===== src/rtl/sr_gate_pkg.sv =====
package sr_gate_pkg;

    typedef enum logic {
        HALF_POS = 1'b0,
        HALF_NEG = 1'b1
    } half_e;

    localparam int unsigned NUM_RECT = 2;

    // Lane 0 conducts in the negative half, lane 1 in the positive half.
    function automatic half_e lane_half(input int unsigned idx);
        return (idx == 0) ? HALF_NEG : HALF_POS;
    endfunction

endpackage


===== src/rtl/sr_cmp_sync.sv =====
module sr_cmp_sync #(
    parameter int unsigned W = 2
) (
    input  logic         clk,
    input  logic         rst_n,
    input  logic [W-1:0] raw_i,
    output logic [W-1:0] sync_o
);

    typedef struct packed {
        logic [W-1:0] s1;
        logic [W-1:0] s2;
    } sync_t;

    sync_t st_d, st_q;

    always_comb begin
        st_d    = st_q;
        st_d.s1 = raw_i;
        st_d.s2 = st_q.s1;
    end

    always_ff @(posedge clk) begin
        if (!rst_n) st_q <= '0;
        else        st_q <= st_d;
    end

    assign sync_o = st_q.s2;

    // first stage follows the raw input by one clock
    p_stage1_r10: assert property (@(posedge clk) disable iff (!rst_n)
        $past(rst_n) |-> st_q.s1 == $past(raw_i));

    // second stage follows the first by one clock
    p_stage2_r10: assert property (@(posedge clk) disable iff (!rst_n)
        $past(rst_n) |-> sync_o == $past(st_q.s1));

endmodule


===== src/rtl/sr_half_timer.sv =====
module sr_half_timer
    import sr_gate_pkg::*;
#(
    parameter int unsigned CNT_W = 12,
    localparam int unsigned MW   = CNT_W - 1
) (
    input  logic                          clk,
    input  logic                          rst_n,
    input  logic                          cyc_start_i,
    input  logic                          phase_i,
    input  logic [CNT_W-1:0]              period_i,
    input  logic [NUM_RECT-1:0][MW-1:0]   rise_i,
    input  logic [NUM_RECT-1:0][MW-1:0]   fall_i,
    output logic [CNT_W-1:0]              pos_o,
    output half_e                         half_o,
    output logic [MW-1:0]                 half_len_o,
    output logic [NUM_RECT-1:0][MW-1:0]   rise_o,
    output logic [NUM_RECT-1:0][MW-1:0]   fall_o
);

    typedef struct packed {
        logic [CNT_W-1:0]            pos;
        half_e                       half;
        logic [MW-1:0]               half_len;
        logic [NUM_RECT-1:0][MW-1:0] rise;
        logic [NUM_RECT-1:0][MW-1:0] fall;
    } tmr_t;

    tmr_t  st_d, st_q;
    half_e half_in;
    logic  new_half;

    always_comb begin
        half_in  = half_e'(phase_i);
        new_half = cyc_start_i || (half_in != st_q.half);
        st_d     = st_q;
        if (new_half) begin
            st_d.pos = '0;
        end else if (st_q.pos != '1) begin
            st_d.pos = st_q.pos + 1'b1;
        end
        st_d.half = half_in;
        if (cyc_start_i) begin
            st_d.half_len = MW'(period_i >> 1);
            st_d.rise     = rise_i;
            st_d.fall     = fall_i;
        end
    end

    always_ff @(posedge clk) begin
        if (!rst_n) begin
            st_q <= '{pos: '0, half: HALF_POS, half_len: '0, rise: '0, fall: '0};
        end else begin
            st_q <= st_d;
        end
    end

    assign pos_o      = st_q.pos;
    assign half_o     = st_q.half;
    assign half_len_o = st_q.half_len;
    assign rise_o     = st_q.rise;
    assign fall_o     = st_q.fall;

    // a cycle-start strobe restarts the position count
    p_start_zero_r3: assert property (@(posedge clk) disable iff (!rst_n)
        $past(cyc_start_i) |-> pos_o == '0);

    // captured settings hold between cycle starts
    p_hold_r11: assert property (@(posedge clk) disable iff (!rst_n)
        !$past(cyc_start_i) |-> ($stable(half_len_o) && $stable(rise_o) && $stable(fall_o)));

endmodule


===== src/rtl/sr_gate_lane.sv =====
module sr_gate_lane
    import sr_gate_pkg::*;
#(
    parameter int unsigned CNT_W     = 12,
    parameter half_e       LANE_HALF = HALF_POS,
    localparam int unsigned MW       = CNT_W - 1
) (
    input  logic             clk,
    input  logic             rst_n,
    input  logic [CNT_W-1:0] pos_i,
    input  half_e            half_i,
    input  logic [MW-1:0]    half_len_i,
    input  logic [MW-1:0]    rise_i,
    input  logic [MW-1:0]    fall_i,
    input  logic             cmp_i,
    input  logic             en_i,
    input  logic             cmp_mode_i,
    output logic             gate_o
);

    typedef struct packed {
        logic gate;
    } lane_t;

    lane_t st_d, st_q;

    logic [CNT_W-1:0] rise_w, fall_w, len_w, sum_w, off_w;
    logic own_half, window_ok, nominal, past_off, extend;

    always_comb begin
        rise_w    = CNT_W'(rise_i);
        fall_w    = CNT_W'(fall_i);
        len_w     = CNT_W'(half_len_i);
        sum_w     = rise_w + fall_w;
        off_w     = len_w - fall_w;
        own_half  = (half_i == LANE_HALF);
        window_ok = (sum_w < len_w);
        nominal   = (pos_i >= rise_w) && (pos_i < off_w);
        past_off  = (pos_i >= off_w) && (pos_i < len_w);
        extend    = cmp_mode_i && cmp_i && st_q.gate && past_off;
        st_d.gate = en_i && own_half && window_ok && (nominal || extend);
    end

    always_ff @(posedge clk) begin
        if (!rst_n) st_q <= '0;
        else        st_q <= st_d;
    end

    assign gate_o = st_q.gate;

    // a gate is only on inside its own half, before the half length
    p_in_half_r9: assert property (@(posedge clk) disable iff (!rst_n)
        gate_o |-> $past(own_half && (pos_i < len_w)));

    // no pulse from a window that the margins close
    p_short_window_r5: assert property (@(posedge clk) disable iff (!rst_n)
        gate_o |-> $past(window_ok));

    // inside the nominal window an enabled gate is always on
    p_no_advance_r8: assert property (@(posedge clk) disable iff (!rst_n)
        $past(en_i && own_half && window_ok && nominal) |-> gate_o);

    // past the nominal point the gate stays on only on comparator demand
    p_ext_needs_cmp_r7: assert property (@(posedge clk) disable iff (!rst_n)
        (gate_o && $past(past_off)) |-> $past(cmp_i && cmp_mode_i && gate_o));

    // the gate never rises after the nominal turn-off point
    p_no_retrigger_r7: assert property (@(posedge clk) disable iff (!rst_n)
        $rose(gate_o) |-> $past(nominal));

endmodule


===== src/rtl/sr_gate_timing.sv =====
module sr_gate_timing
    import sr_gate_pkg::*;
#(
    parameter int unsigned CNT_W = 12,
    localparam int unsigned MW   = CNT_W - 1
) (
    input  logic             clk,
    input  logic             rst_n,
    input  logic             cyc_start,
    input  logic             phase,
    input  logic [CNT_W-1:0] period,
    input  logic             sr_enable,
    input  logic             cmp_mode,
    input  logic [MW-1:0]    rise_margin_neg,
    input  logic [MW-1:0]    fall_margin_neg,
    input  logic [MW-1:0]    rise_margin_pos,
    input  logic [MW-1:0]    fall_margin_pos,
    input  logic [1:0]       cmp_above,
    output logic             gate_neg,
    output logic             gate_pos
);

    logic [NUM_RECT-1:0][MW-1:0] rise_pk, fall_pk, rise_l, fall_l;
    logic [NUM_RECT-1:0]         cmp_s, gates;
    logic [CNT_W-1:0]            pos;
    half_e                       half;
    logic [MW-1:0]               half_len;

    assign rise_pk[0] = rise_margin_neg;
    assign fall_pk[0] = fall_margin_neg;
    assign rise_pk[1] = rise_margin_pos;
    assign fall_pk[1] = fall_margin_pos;

    sr_cmp_sync #(.W(NUM_RECT)) u_sync (
        .clk    (clk),
        .rst_n  (rst_n),
        .raw_i  (cmp_above),
        .sync_o (cmp_s)
    );

    sr_half_timer #(.CNT_W(CNT_W)) u_timer (
        .clk         (clk),
        .rst_n       (rst_n),
        .cyc_start_i (cyc_start),
        .phase_i     (phase),
        .period_i    (period),
        .rise_i      (rise_pk),
        .fall_i      (fall_pk),
        .pos_o       (pos),
        .half_o      (half),
        .half_len_o  (half_len),
        .rise_o      (rise_l),
        .fall_o      (fall_l)
    );

    for (genvar g = 0; g < NUM_RECT; g++) begin : g_lane
        sr_gate_lane #(
            .CNT_W     (CNT_W),
            .LANE_HALF (lane_half(g))
        ) u_lane (
            .clk        (clk),
            .rst_n      (rst_n),
            .pos_i      (pos),
            .half_i     (half),
            .half_len_i (half_len),
            .rise_i     (rise_l[g]),
            .fall_i     (fall_l[g]),
            .cmp_i      (cmp_s[g]),
            .en_i       (sr_enable),
            .cmp_mode_i (cmp_mode),
            .gate_o     (gates[g])
        );
    end

    assign gate_neg = gates[0];
    assign gate_pos = gates[1];

    // the two rectifiers never conduct together
    p_mutex_r2: assert property (@(posedge clk) disable iff (!rst_n)
        !(gate_neg && gate_pos));

    // a low enable clears both gates on the next clock
    p_enable_off_r6: assert property (@(posedge clk) disable iff (!rst_n)
        !$past(sr_enable) |-> (!gate_neg && !gate_pos));

    // gates are low in the first cycle after reset
    p_reset_low_r1: assert property (@(posedge clk)
        !$past(rst_n) |-> (!gate_neg && !gate_pos));

endmodule


===== config.mk =====
export PLATFORM = sky130hd
export DESIGN_NAME = sr_gate_timing
export DESIGN_NICKNAME = d
export VERILOG_FILES = /design/src/rtl/sr_gate_pkg.sv /design/src/rtl/sr_cmp_sync.sv /design/src/rtl/sr_half_timer.sv /design/src/rtl/sr_gate_lane.sv /design/src/rtl/sr_gate_timing.sv
export SDC_FILE = /design/constraint.sdc
export NUM_CORES = 1
export LEC_CHECK = 0
export ABC_AREA = 0
export BUFFER_PORTS_ARGS = -buffer_cell sky130_fd_sc_hd__buf_2
export CAP_MARGIN = 20
export CORE_ASPECT_RATIO = 2
export CORE_MARGIN = 1
export CORE_UTILIZATION = 23
export DETAILED_ROUTE_END_ITERATION = 16
export GPL_TIMING_DRIVEN = 0
export SLEW_MARGIN = 15
export SYNTH_ARGS = -nofsm -noshare
export SYNTH_HDL_FRONTEND = slang
export SYNTH_SLANG_ARGS = --single-unit

===== constraint.sdc =====
create_clock -name clk -period 11.15 [get_ports clk]
set_clock_uncertainty 0.2 [all_clocks]
set_input_delay 2.23 -clock clk [delete_from_list [all_inputs] [get_ports clk]]
set_output_delay 2.23 -clock clk [all_outputs]
set_load 0.1 [all_outputs]

==> After elaboration in Yosys (flattened, before gate mapping) <==
Index checks and enable logic that the tools add are counted.
{ "word_totals": {"reg_bits": 74, "inputBits": 64, "output_inout_bits": 2, "word_cells": 49} }
{ "op_classes": {"add_sub_neg": 5, "magnitude_cmp": 9, "n_eq_ne": 2, "n_bitwise": 2, "n_reduce_logical": 20} }
{ "op_table": {"columns": ["operator", "n"], "rows": [
  ["12-bit by 11-bit less-than comparator with 1-bit output", 3],
  ["11-bit by 11-bit adder with 12-bit output", 2],
  ["12-bit by 11-bit greater-or-equal comparator with 1-bit output", 2],
  ["12-bit greater-or-equal comparator", 2],
  ["12-bit less-than comparator", 2],
  ["11-bit by 11-bit subtractor with 12-bit output", 2],
  ["1-bit logical AND", 16],
  ["12-bit by 1-bit adder with 12-bit output, second input constant", 1],
  ["12-bit != test, second input constant", 1],
  ["1-bit logical OR", 3],
  ["1-bit NOT", 2],
  ["2-bit OR reduction", 1],
  ["1-bit != test", 1]
]} }

==> Longest topological paths before layout <==
Gate-level depths: netlist (run 1).
{ "logic_depth": {"ltp_word": 6, "ltp_mapped": 17} }

==> By module <==
Synthesis (run 1) repeated with hierarchy kept, for this count alone.
{ "unflattened": {"cells_unflattened": 754, "area_unflattened_um2": 6611.3} }
{ "modules_own_cells": {"columns": ["mod", "n_inst", "cells_each", "area_per_inst_um2"], "rows": [
  ["sr_half_timer", 1, 246, 2675.1],
  ["sr_gate_lane at g_lane[1].u_lane", 1, 254, 1931.9],
  ["sr_gate_lane at g_lane[0].u_lane", 1, 246, 1899.3],
  ["sr_cmp_sync", 1, 8, 105.1]
]} }

==> Worst setup path before layout (run 1) <==
OpenSTA, ideal clock, no wires.
{ "synth_path": {"kind": "register to register", "start": "register u_timer.st_q (netlist bit u_timer.half_len_o[0])", "end": "register g_lane[1].u_lane.st_q", "arrival_ns": 3.366, "t_required_ns": 10.872, "slack_ns": 7.507, "stages_incl_launch_ff": 17, "path_buffers": 0, "cell_sequence": "dfxtp_1 -> inv_1 -> ha_1 -> inv_1 -> fa_1 -> a21oi_1 -> nor2b_1 -> o31a_1 -> or4_1 -> and3_1 -> a311oi_2 -> ha_1 -> nand4_1 -> or4_1 -> a31oi_1 -> a22oi_1 -> nor3_1"} }
{ "synth_between": {"elab_chain_cells": 6, "word_cells_on_any_way": 11} }
{ "synth_rtl": {"columns": ["item", "line_no", "text"], "rows": [
  ["start, declared", "sr_half_timer.sv:29", "tmr_t st_d, st_q;"],
  ["start signal, assigned", "sr_half_timer.sv:52", "st_q <= '{pos: '0, half: HALF_POS, half_len: '0, rise: '0, fall: '0};"],
  ["start signal, assigned", "sr_half_timer.sv:54", "st_q <= st_d;"],
  ["11-bit by 11-bit subtractor with 12-bit output", "sr_gate_lane.sv:35", "off_w = len_w - fall_w;"],
  ["12-bit greater-or-equal comparator", "sr_gate_lane.sv:39", "past_off = (pos_i >= off_w) && (pos_i < len_w);"],
  ["1-bit logical AND", "sr_gate_lane.sv:39", null],
  ["1-bit logical AND", "sr_gate_lane.sv:40", "extend = cmp_mode_i && cmp_i && st_q.gate && past_off;"],
  ["1-bit logical OR", "sr_gate_lane.sv:41", "st_d.gate = en_i && own_half && window_ok && (nominal || extend);"],
  ["1-bit logical AND (*)", "sr_gate_lane.sv:41", null],
  ["end signal, assigned", "sr_gate_lane.sv:46", "else st_q <= st_d;"],
  ["end, declared", "sr_gate_lane.sv:25", "lane_t st_d, st_q;"]
]} }
Every way passes the cells marked *; elsewhere a longest branch is shown, timed or not.
A chain may end at the register's enable or synchronous reset.

==> Final worst setup path (run 1) <==
Ends and elaborated chain as after synthesis.

==> flow_metrics.py, run 1 <==
metrics = {
    "placement": {
        "dp_cells": 1168,
        "dp_hpwl_mm": 16.7,
        "finalWeightedCongestion": 0.911,
        "placed_cell_area_sq_um": 7210,
        "portBuffers": 63,
    },
    "power_and_ir_drop": {
        "p_leak_nw": 3.37,
        "irDropWorstVdd_uv": 60.6,
        "p_per_area_nw_per_um2": 117,
    },
    "yosys": {
        "ys_seq_area_share_pct": 23.0,
        "synth-simple-area-share_pct": 18.3,
        "synth_area_per_cell_sq_um": 8.57,
        "synth_cells": 753,
        "synth.distinct_cells": 53,
        "syn-cell-area_sq_um": 6450,
        "synth_top_family_by_area": "adder cells",
        "synthArstFlopShare_pct": 0,
        "synthMuxAreaShare_pct": 8.84,
        "ys_warn_count": 0,
        "synth-seq-cells": 74,
        "synth_enable_flop_cells": 0,
        "synth_ff_type": "dfxtp_1",
        "synth_compound_gate_area_share_pct": 14.5,
        "synthAdderAreaFrac_pct": 24.7,
        "synth_xor_area_share_pct": 5.16,
        "syn-num-nets": 942,
    },
    "cells_and_area": {
        "antenna_cells": 0,
        "drive_above_1_share_pct": 10.8,
        "post-route-util_pct": 27.4,
        "area_delta_synth_final_pct": 17.2,
        "layout_commonest_cell": "ha_1",
        "final_cell_mix": "ha_1 (121), inv_1 (77), dfxtp_1 (74)",
        "fillers": 3057,
        "final_cells": 1183,
        "finalInstanceArea_sq_um": 7560,
        "layout.nets": 1016,
    },
    "route": {
        "antenna_left": 0,
        "totalWireLength_mm": 19.6,
        "drt-initial-drc-count": 239,
        "drc": 0,
        "post_drt_wl_per_cell_um": 16.6,
        "dr.pass1.iters": 4,
        "num_vias": 5576,
        "drt-vias-per-instance": 4.71,
    },
    "grt": {
        "gr-usage-all-layers_pct": 14.2,
        "met1_usage_pct": 12.1,
        "gr-usage-met3_pct": 1.72,
        "grt_use_met2_pct": 27.5,
        "grt-busiest-layer": "met2",
        "grt_max_degree": 13,
        "grt_pass1_vias": 5605,
        "grt_overflow_total": 0,
        "grt_pass1_wl_mm": 29.7,
        "antenna_found_initial": 0,
    },
    "setup_path": {
        "worstPathArrival_ps": 4320,
        "start_kind": "flip-flop",
        "critPathKind": "flip-flop to flip-flop",
        "endpoint_kind": "flip-flop",
        "critPathMaxFanout": 4,
        "cp.required_ps": 11210,
    },
    "floorplan": {
        "die_x_um": 120,
        "core_area_sq_um": 27500,
        "initial_core_util_pct": 23.4,
        "row_count": 86,
        "die_area_sq_um": 28800,
        "die_y_um": 239,
        "ioPinCount": 66,
    },
    "timing": {
        "slew_violations": 0,
        "min_period_ps": 4260,
        "fin_tns_setup_ps": 0,
        "final-setup-viol-count": 0,
        "hold_viol": 0,
        "fmax_mhz": 235,
        "rsz0062_at_grt": "false",
        "post-route-period-util_pct": 38.2,
        "slew_headroom_pct": 45.4,
        "worstMarginPinSlew_ps": 819,
    },
    "status": {
        "status": "finished, final reports clean",
    },
    "clock_network": {
        "cts_hold_buf": 0,
        "insertion_delay_ps": 350,
        "htreeDepth": 3,
        "clkSlewWorstSetupHoldPaths_ps": 60,
        "cts_buffer_depth": 2,
        "cts_setup_buffers": 0,
        "cts_buffers": 9,
        "cts_root_buf": "clkbuf_16",
        "cts_tree": "done",
        "clkSinkCount": 74,
        "cts.repair.resized": 0,
    },
    "hold_path": {
        "hp-class": "flip-flop to flip-flop",
    },
    "job": {
        "drv_cap": 0,
    },
}
power by group:
group	switching [mW]	internal, mW
Sequential	0.0173	0.278
Clock	0.117	0.230
Combinational	0.135	0.110
Total	0.269	0.618
synth_stat cells (all sizes together), types with 5 or more instances:
| cell type | n | area (sq um) |
|---|---|---|
| o21a | 5 | 37.5 |
| dfxtp | 74 | 1480 |
| a21oi | 55 | 275 |
| inv | 77 | 289 |
| buf | 5 | 25.0 |
| and2 | 7 | 43.8 |
| clkbuf | 11 | 41.3 |
| nand2 | 23 | 86.3 |
| nor2b | 67 | 419 |
| nand4 | 10 | 62.6 |
| nor2 | 44 | 165 |
| nand3 | 14 | 70.1 |
| nand2b | 7 | 43.8 |
| nor4 | 6 | 37.5 |
| and3 | 6 | 37.5 |
| o211ai | 6 | 50.1 |
| xnor2 | 22 | 193 |
| nor3 | 14 | 70.1 |
| xor2 | 16 | 140 |
| mux2i | 57 | 571 |
| o21ai | 33 | 165 |
| a211oi | 7 | 52.6 |
| ha | 121 | 1510 |
critical path: stages (launching register included):
cell and delay (ps):
dfxtp_1 340, inv_1 140, ha_1 210, inv_1 60
fa_1 410, a21oi_1 140, nor2b_1 70, o31a_1 250
or4_1 430, and3_1 180, a311oi_2 240, ha_1 200
nand4_1 150, or4_1 560, a31oi_1 150, a22oi_1 140
nor3_1 280
stage by stage:
step	hold WS [ps]	total power, mW	worst slack [ps]
floorplan	212	0.473	7510
global placement	225	0.539	6890
detailed placement	222	0.546	6880
CTS	243	0.896	6860
global route	252	0.938	6590
finish	237	0.887	6890
layout make-up:
type / count / area, sq um / share of cell area [%]
sequential: 74 / 1480 / 19.6
clock inverter: 4 / 98.8 / 1.31
multi-input combinational: 586 / 4620 / 61.1
buffer: 16 / 66.3 / 0.877
clock buffer: 11 / 253 / 3.34
inverter: 77 / 289 / 3.82
timing repair buffer: 63 / 315 / 4.17
tap: 352 / 440 / 5.82
routing by layer:
metal	up-vias	routed length, um
li1	2832	-
met1	2542	6520
met2	132	10800
met3	70	474
met4	0	1850
met5	-	0
path summary, 6_finish.rpt:
kind / startpoint / endpoint / slack [ps] / depth (start not counted)
max: u_timer.half_len_o[0] / g_lane[1].u_lane.gate_o / 6890 / 16
min: u_sync.st_d[0] / u_sync.sync_o[0] / 240 / 1
max reg2reg: u_timer.half_len_o[0] / g_lane[1].u_lane.gate_o / 6890 / 16
min reg2reg: u_sync.st_d[0] / u_sync.sync_o[0] / 240 / 1
sequential cells by signal, summed over array words and instances (netlist names):
signal	count
u_timer.pos_o	12
u_timer.rise_o	22
u_sync.sync_o	2
g_lane.u_lane.gate_o	2
u_sync.st_d	2
u_timer.half_len_o	11
u_timer.fall_o	22
u_timer.half_o	1
kinds of logic after synthesis:
group                    count (synthesis)
XOR/XNOR                                38
AO/OA/AOI/OAI                          148
buffers and inverters                   93
flip-flops                              74
adder cells (fa/ha/maj)                125
multiplexers                            57
AND/OR/NAND/NOR                        218
Power figures use the tool's default switching activity.
==> inputs of run 2 (changes only) <==
==> constraint.sdc (replaced) <==
create_clock -name clk -period 3.7 [get_ports clk]
set_clock_uncertainty 0.2 [all_clocks]
set_input_delay 0.74 -clock clk [delete_from_list [all_inputs] [get_ports clk]]
set_output_delay 0.74 -clock clk [all_outputs]
set_load 0.1 [all_outputs]
==> flow_metrics.py, run 2 (synthesis gave the netlist of run 1 again) <==
metrics = {
    "status": {
        "status": "finished, violations left",
        "violations": "negative setup slack",
    },
    "floorplan": {
        "ioPinCount": 66,
        "initial_core_util_pct": 23.4,
        "row_count": 86,
        "die_area_sq_um": 28800,
        "die_x_um": 120,
        "core_area_sq_um": 27500,
        "die_y_um": 239,
    },
    "setup_path": {
        "cpPeakStageDelay_ps": 430,
        "critPathLaunch": "u_timer.half_len_o[0]",
        "crit_chain": "inv_4 -> ha_4 -> inv_1 -> fa_2 -> a21oi_2 -> nor2b_1 -> o31a_1 -> or4_4 -> nand2_1 -> a311oi_2 -> ha_1 -> nand4_1 -> buf_4 -> nor3_4 -> o41ai_2 -> a31oi_1 -> a22oi_2 -> nor3_2",
        "critPathKind": "flip-flop to flip-flop",
        "worstPathArrival_ps": 3920,
        "reg2reg_from": "u_timer.half_len_o[0]",
        "cp.required_ps": 3770,
        "endpoint_kind": "flip-flop",
        "critPathMaxFanout": 3,
        "start_kind": "flip-flop",
        "slowest_stage": "or4_4",
    },
    "job": {
        "drv_cap": 0,
    },
    "cells_and_area": {
        "drive_above_1_share_pct": 14.1,
        "area_delta_synth_final_pct": 19.7,
        "final_cell_mix": "ha_1 (120), inv_1 (76), dfxtp_1 (70)",
        "layout_commonest_cell": "ha_1",
        "post-route-util_pct": 28.0,
        "fillers": 3039,
        "antenna_cells": 0,
        "layout.nets": 1022,
        "final_cells": 1189,
    },
    "route": {
        "num_vias": 5619,
        "totalWireLength_mm": 19.7,
        "antenna_left": 0,
        "post_drt_wl_per_cell_um": 16.6,
        "dr.pass1.iters": 4,
        "drc": 0,
        "drt-vias-per-instance": 4.73,
        "drt-initial-drc-count": 228,
    },
    "hold_path": {
        "hp-class": "flip-flop to flip-flop",
        "hold_path.startpoint": "u_sync.st_d[0]",
    },
    "placement": {
        "dp_hpwl_mm": 16.7,
        "finalWeightedCongestion": 0.911,
        "portBuffers": 63,
        "dp_cells": 1168,
    },
    "clock_network": {
        "cts_buffer_depth": 2,
        "clkSinkCount": 74,
        "insertion_delay_ps": 350,
        "clkSlewWorstSetupHoldPaths_ps": 60,
        "htreeDepth": 3,
        "cts_root_buf": "clkbuf_16",
        "cts_buffers": 9,
        "cts_tree": "done",
    },
    "timing": {
        "min_period_ps": 3850,
        "worstMarginPinSlew_ps": 820,
        "rsz0062_at_grt": "true",
        "slew_violations": 0,
        "hold_viol": 0,
        "fmax_mhz": 260,
        "slew_headroom_pct": 45.3,
        "final-setup-viol-count": 1,
        "post-route-period-util_pct": 104,
        "setup_ws_ps": -151,
    },
    "grt": {
        "antenna_found_initial": 0,
        "grt_pass1_wl_mm": 30.0,
        "grt_max_degree": 13,
        "grt_overflow_total": 0,
        "gr-usage-all-layers_pct": 14.3,
        "grt_pass1_vias": 5673,
    },
    "power_and_ir_drop": {
        "irDropWorstVdd_uv": 182,
        "p_leak_nw": 3.43,
        "p_per_area_nw_per_um2": 352,
    },
}
-- run 2: cell count changes in the layout (fill, tap and decap cells not counted), moves of 3 or more --
cell | previous run | this run
a2111oi_0 | 4 | 1
a21oi_1 | 55 | 52
a21oi_2 | 0 | 3
buf_4 | 0 | 6
dfxtp_1 | 74 | 70
dfxtp_2 | 0 | 3
-- run 2: through the flow --
step / worst slack, ps / cell area [sq um] / TNS [ps] / hold slack, ps / total power [mW]
finish: -151 / 7720 / -151 / 237 / 2.72
CTS: -123 / 7680 / -123 / 243 / 2.73
global placement: -562 / 7210 / -805 / 225 / 1.62
global route: -374 / 7720 / -427 / 252 / 2.87
floorplan: 56.5 / 6450 / 0 / 212 / 1.43
detailed placement: -565 / 7210 / -815 / 222 / 1.65
-- run 2: final timing paths --
path	endpoint	slack (ps)	depth (start not counted)
setup / recovery	g_lane[1].u_lane.gate_o	-150	18
hold / removal	u_sync.sync_o[0]	240	1
setup reg to reg	g_lane[1].u_lane.gate_o	-150	18
hold reg to reg	u_sync.sync_o[0]	240	1
-- run 2: where the power goes --
group          leakage [nW]  internal [mW]  switching [mW]
sequential            0.610          0.837          0.0522
clock                 0.172          0.692           0.351
combinational          2.65          0.358           0.427
total                  3.43           1.89           0.830
-- run 2: worst max-delay path, delay by kind of cell (launching register included) --
kind,cells,cell delay [ps]
buffers and inverters,3,310
AND/OR/NAND/NOR,6,1130
adder cells (fa/ha/maj),3,850
flip-flops,1,350
AO/OA/AOI/OAI,6,920
-- run 2: layout make-up --
| type | count | area (sq um) | area share [%] |
|---|---|---|---|
| Inverter | 77 | 292 | 3.78 |
| Timing Repair Buffer | 69 | 360 | 4.67 |
| Tap cell | 352 | 440 | 5.70 |
| Sequential cell | 74 | 1490 | 19.3 |
| Buffer | 16 | 66.3 | 0.859 |
| Clock buffer | 11 | 253 | 3.27 |
| Multi-Input combinational cell | 586 | 4720 | 61.2 |
| Clock inverter | 4 | 98.8 | 1.28 |
-- run 2: timing repair --
action                                 CTS  global route
gates cloned                             0             0
setup endpoints to repair                2             2
resized for setup                       24             9
pin swaps                                8            10
endpoints found under the hold margin    0             0
buffers inserted                         5             1
hold buffers                             0             0
-- run 2: per-layer routing --
layer  part of all wire (%)  routed length (um)  up-vias  global-route usage, %
met5                      0                   0        -                      0
met4                    9.5                1870        0                   14.1
met3                    2.4                 472       76                   1.72
met2                     55               10900      138                   27.5
met1                     33                6520     2562                   12.2
li1                       -                   -     2843                      -
